### src/rtl/adc_seq.sv
module adc_seq #(
  parameter int RES = 10,
  parameter int NCH = 4,
  localparam int CW = $clog2(NCH),
  localparam int SW = $clog2(RES),
  localparam int CTLW = CW + 6
) (
  input  logic            clk,
  input  logic            rst_n,
  input  logic            ctl_we,
  input  logic [CTLW-1:0] ctl_wdata,
  output logic [CTLW-1:0] ctl_rdata,
  input  logic [CW-1:0]   rd_sel,
  output logic [RES-1:0]  rd_data,
  input  logic            trig_in,
  input  logic            cmp_in,
  output logic [RES-1:0]  dac_code,
  output logic [CW-1:0]   mux_ch,
  output logic            irq
);
  logic go, scan, done, ie, ten, busy, trig_q;
  logic [CW-1:0]  sel, ch;
  logic [RES-1:0] acc;
  logic [SW-1:0]  step;
  logic [RES-1:0] data [NCH];

  wire [RES-1:0] trial   = acc | (RES'(1) << step);
  wire [RES-1:0] keep    = cmp_in ? trial : acc;
  wire           last    = (step == '0);
  wire           fin     = busy && go && last && (!scan || ch == sel);
  wire           trig_go = ten && trig_in && !trig_q && !busy;
  wire           clr_dn  = ctl_we && !ctl_wdata[CW+2];

  always_ff @(posedge clk or negedge rst_n) begin
    if (!rst_n) begin
      {go, scan, done, ie, ten, busy, trig_q} <= '0;
      sel  <= '0;
      ch   <= '0;
      acc  <= '0;
      step <= '0;
      for (int i = 0; i < NCH; i++) data[i] <= '0;
    end else begin
      trig_q <= trig_in;
      if (ctl_we) begin
        go   <= ctl_wdata[0];
        scan <= ctl_wdata[1];
        sel  <= ctl_wdata[2 +: CW];
        ie   <= ctl_wdata[CW+3];
        ten  <= ctl_wdata[CW+4];
      end else if (trig_go) begin
        go <= 1'b1;
      end else if (fin && !scan) begin
        go <= 1'b0;
      end
      done <= fin | (done & !clr_dn);
      if (!busy) begin
        if (go) begin
          busy <= 1'b1;
          ch   <= scan ? '0 : sel;
          acc  <= '0;
          step <= SW'(RES - 1);
        end
      end else if (!go) begin
        busy <= 1'b0;
      end else if (!last) begin
        acc  <= keep;
        step <= step - SW'(1);
      end else begin
        data[ch] <= keep;
        acc      <= '0;
        step     <= SW'(RES - 1);
        if (!scan) busy <= 1'b0;
        else       ch   <= (ch == sel) ? '0 : ch + CW'(1);
      end
    end
  end

  assign ctl_rdata = {busy, ten, ie, done, sel, scan, go};
  assign rd_data   = data[rd_sel];
  assign dac_code  = busy ? trial : '0;
  assign mux_ch    = ch;
  assign irq       = done & ie;
endmodule


### config.mk
export PLATFORM = sky130hd
export DESIGN_NAME = adc_seq
export DESIGN_NICKNAME = d
export VERILOG_FILES = /design/src/rtl/adc_seq.sv
export SDC_FILE = /design/constraint.sdc
export NUM_CORES = 1
export LEC_CHECK = 0
export CORE_ASPECT_RATIO = 0.9
export CORE_MARGIN = 1
export CORE_UTILIZATION = 24
export CTS_CLUSTER_DIAMETER = 60
export DETAILED_ROUTE_END_ITERATION = 10
export DONT_BUFFER_PORTS = 1
export GPL_TIMING_DRIVEN = 0
export PLACE_DENSITY = 0.45
export SYNTH_ARGS = -nofsm -noshare
export SYNTH_HDL_FRONTEND = slang
export SYNTH_SLANG_ARGS = --single-unit
### constraint.sdc
create_clock -name clk -period 2.15 [get_ports clk]
set_clock_uncertainty 0.1 [all_clocks]
set_input_delay 0.43 -clock clk [delete_from_list [all_inputs] [get_ports clk]]
set_output_delay 0.43 -clock clk [all_outputs]
set_load 0.005 [all_outputs]
==> results.md <==
- The run finished with clean final reports.
- The HPWL after detailed placement is about 4900 µm.
- The power per cell area is 1040 nW/µm².
- The synthesis warning total is 0.
- For the worst-skew pair, the clock arrives at the later sink with an insertion delay of 0.32 ns.
- The startpoint class of the critical path is a flop.
- The count of max-cap constraint violations is 0.
- The share of the Yosys chip area taken by registers is 51.1%.
- The via-per-instance ratio is 4.67.
- The overall power of the completed layout is 3.93 mW.
- The repair_antennas step left the layout with diodes totalling 0.
- The startpoint of the most critical register-to-register path is step[3].
- The net count of the finished layout is 277.
- After filler insertion, the fill cell instance count of the layout stands at about 1300.
- The final critical path time including I/O delays and setup is 2.05 ns.
- In this run the remaining antenna-violating nets after routing total 0.
- After detailed routing, the average wire length per cell comes to about 17 µm.
- The routed wire length on met2 is around 3300 µm.
- The total clock buffers created by CTS is 9.
- The height of the die is 111 µm.
- The relative slew slack is around 52%.
- The leading cell type by number of instances after synthesis is sky130_fd_sc_hd__dfrtp_1.
- For this run, design rule violations remaining after detail routing come to 0.
- The count of port buffers added during placement is 0.
- The static leakage is about 1.7 nW.
- Setup violations remaining at the end of the flow were counted as 0.
- Hold timing on the final database bottoms out at a slack of around 0.032 ns.
- The average size of a mapped cell is 13.0 µm².
- The global-route usage over all layers is between 10% and 20%.
- The multi-input combinational cells in the finished layout cover a total of 1440 µm².
- After the flow finishes, the layout carries non-filler instances totaling 427.
- The combined flip-flop and latch cell area is 1630 µm².
- The worst hold path startpoint is trig_in.
- The overall die area is 13700 µm².
- The flip-flop cell with the highest count after synthesis is sky130_fd_sc_hd__dfrtp_1.
- The cell sitting at the root of the clock tree is a sky130_fd_sc_hd__clkbuf_16.
- In this run the core area contains 39 standard-cell rows.
- The synthesized design spends more area on one cell type than any other, namely sky130_fd_sc_hd__dfrtp_1.
- The pin count of the biggest net entering global routing is 66.
- The final worst-path cycle share is 95.5%.
- The detailed-router iteration count before antenna repair is 4.
- The data required time of the worst path is approximately 1.6 ns.
- The number of distinct library cells after synthesis is 38.
- In this run, the number of DRC markers left after iteration 0 of detailed routing was 39.
- The final routed wirelength across all metal layers is roughly 7300 µm.
- Synthesis inferred 65 register bits.
- The slew at the pin closest to its max-slew limit is 0.718 ns.
- The hold violation count in the final report is 0.
- The post-synthesis cell area is around 3200 µm².
- The initial utilization of the core area, before any placement, comes to 24.9%.
- In this run the worst hold path is classified as input port to flop.
- The total via count in the routed design is ~2000.
- In this run the worst path has a maximum fanout of 10.
- Yosys mapped a number of flops with a built-in enable equal to 0.
- The number of nets in the synthesized netlist is roughly 260.
- The die is 123 µm wide.
- The signed area change from the synthesized netlist to the final layout is 18.4%.
- Summed over its instances, the top area cell type makes up 51.1% of the synthesized netlist area.
- The number of antenna violations at the first check in global routing was 1.
- The critical path is of the flop to primary output type.
- The worst-case IR drop observed on VDD is 0.000642 V.
- The core region is 12800 µm².
- For this design the top-level I/O count stands at 46.
- Derived from the worst setup path, the maximum achievable clock frequency is 0.487 GHz.
- The instance count after placement with tap cells included is 409.
- The number of H-tree branching levels is 3.
- The via count of the first global-routing pass is 2012.
- The post-route met1 wirelength is 3520 µm.
- TritonCTS built the clock tree.
- The kind of capture point of the worst setup path is a primary output.
- The fraction of registers with async set or reset after synthesis is 100%.
- The maximum root-to-sink buffer count is 2.
- Setup repair after global routing could not meet its margin everywhere.
- The first global-routing pass estimated 11400 µm of wire.
- The worst setup path startpoint is step[0].
- The wire length on met3 is ~400 µm.
- The critical path data arrival time is 1.52 ns.
- After synthesis, the cell types taking the most area are sky130_fd_sc_hd__dfrtp_1, sky130_fd_sc_hd__mux2_2, sky130_fd_sc_hd__mux4_2.
- Clock-pin slew was measured on the worst setup and hold paths at 0.05 ns.
- The number of slew-limit violations in the final report is 0.
- The fraction of final layout cells with drive strength greater than 1 is 39.5%.
- By count the netlist is led by sky130_fd_sc_hd__dfrtp_1, sky130_fd_sc_hd__mux2_2, sky130_fd_sc_hd__nor2_1, sky130_fd_sc_hd__a21oi_1, sky130_fd_sc_hd__nand2b_1.
- The total overflow reported by the global router is 0.
- Signal routing reaches up to met4.
- The number of standard cells after synthesis is 245.
- The final weighted congestion in routability-driven placement is approximately 0.73.
- The clock net in this run drives a total of between 60 and 70 sinks.
-- cells by family after synthesis --
kind of cell               share of synthesized area [%]
adders and majority gates                           1.57
buffers and inverters                               3.82
xor gates and xnor gates                           0.551
and+or+nand+nor                                     8.97
AOI/OAI and AO/OA                                   10.9
DFF                                                 51.1
muxes                                               23.0
-- final timing paths --
path,end,slack (ns),depth (start not counted)
min in group asynchronous,sel[0],0.54,2
min reg2reg,data[18],0.40,1
min,trig_q,0.03,0
max in group asynchronous,data[22],1.11,2
max,dac_code[9],0.1,3
max reg2reg,mux_ch[0],0.15,3
-- state kept, by name (all words and copies together), names as in the netlist --
register / cells
step: 4
ie: 1
sel: 2
mux_ch: 2
ten: 1
trig_q: 1
busy: 1
data: 40
scan: 1
done: 1
go: 1
acc: 10
-- per-layer routing --
metal	vias up	global-route usage (%)
li1	916	-
met3	6	4.12
met4	0	3.86
met1	1025	15.8
met5	-	0
met2	46	16.4
-- report_power, final --
group / switching (mW) / leakage [nW] / internal [mW]
sequential: 0.142 / 0.873 / 1.36
clock: 0.488 / 0.157 / 1.08
combinational: 0.501 / 0.642 / 0.362
-- per-stage QoR --
step	util, %	cell area (µm²)	setup TNS (ns)	setup WS (ns)
final	29.5	3770	0	0.0972
after global routing	29.5	3770	-0.0976	-0.0368
after CTS	29.5	3770	0	0.0187
after detailed placement	26.5	3390	-0.00147	-0.00147
after global placement	26.5	3390	0	0.0245
after floorplan	-	3180	0	0.377
-- worst max-delay path: stages (launching register included) --
cell and delay, ns:
sky130_fd_sc_hd__dfrtp_1 0.55, sky130_fd_sc_hd__nor2b_2 0.35, sky130_fd_sc_hd__a21oi_1 0.14, sky130_fd_sc_hd__nor2_1 0.16
-- cell type report --
type                       count  area share (%)
sequential                    65            43.2
multi-input combinational    157            38.3
clock buffer                  14            7.01
tap                          164            5.45
buffer                        17            2.66
clock inverter                 2            1.59
timing repair buffer           4            1.40
inverter                       4           0.399
-- placed cells by master, fill, tap and decap left out, drive strengths merged, types with 3 or more instances in the layout --
| master | instances |
|---|---|
| inv | 4 |
| ha | 4 |
| a21boi | 10 |
| nor2b | 5 |
| clkbuf | 19 |
| and2 | 3 |
| nand2b | 12 |
| nand3 | 4 |
| mux4 | 10 |
| a31o | 10 |
| dfrtp | 65 |
| buf | 15 |
| nand2 | 3 |
| a31oi | 3 |
| nor2 | 14 |
| a21oi | 13 |
| mux2 | 45 |
-- timing repair --
action                                  4_1_cts  5_1_grt
hold endpoints to repair                     65        0
pin swaps                                     1        0
endpoints found under the setup margin       17       10
cloned                                        0        0
setup buffers                                 2        0
hold buffers                                  2        0
gates resized for setup                       3        3
Power figures use the tool's default switching activity.
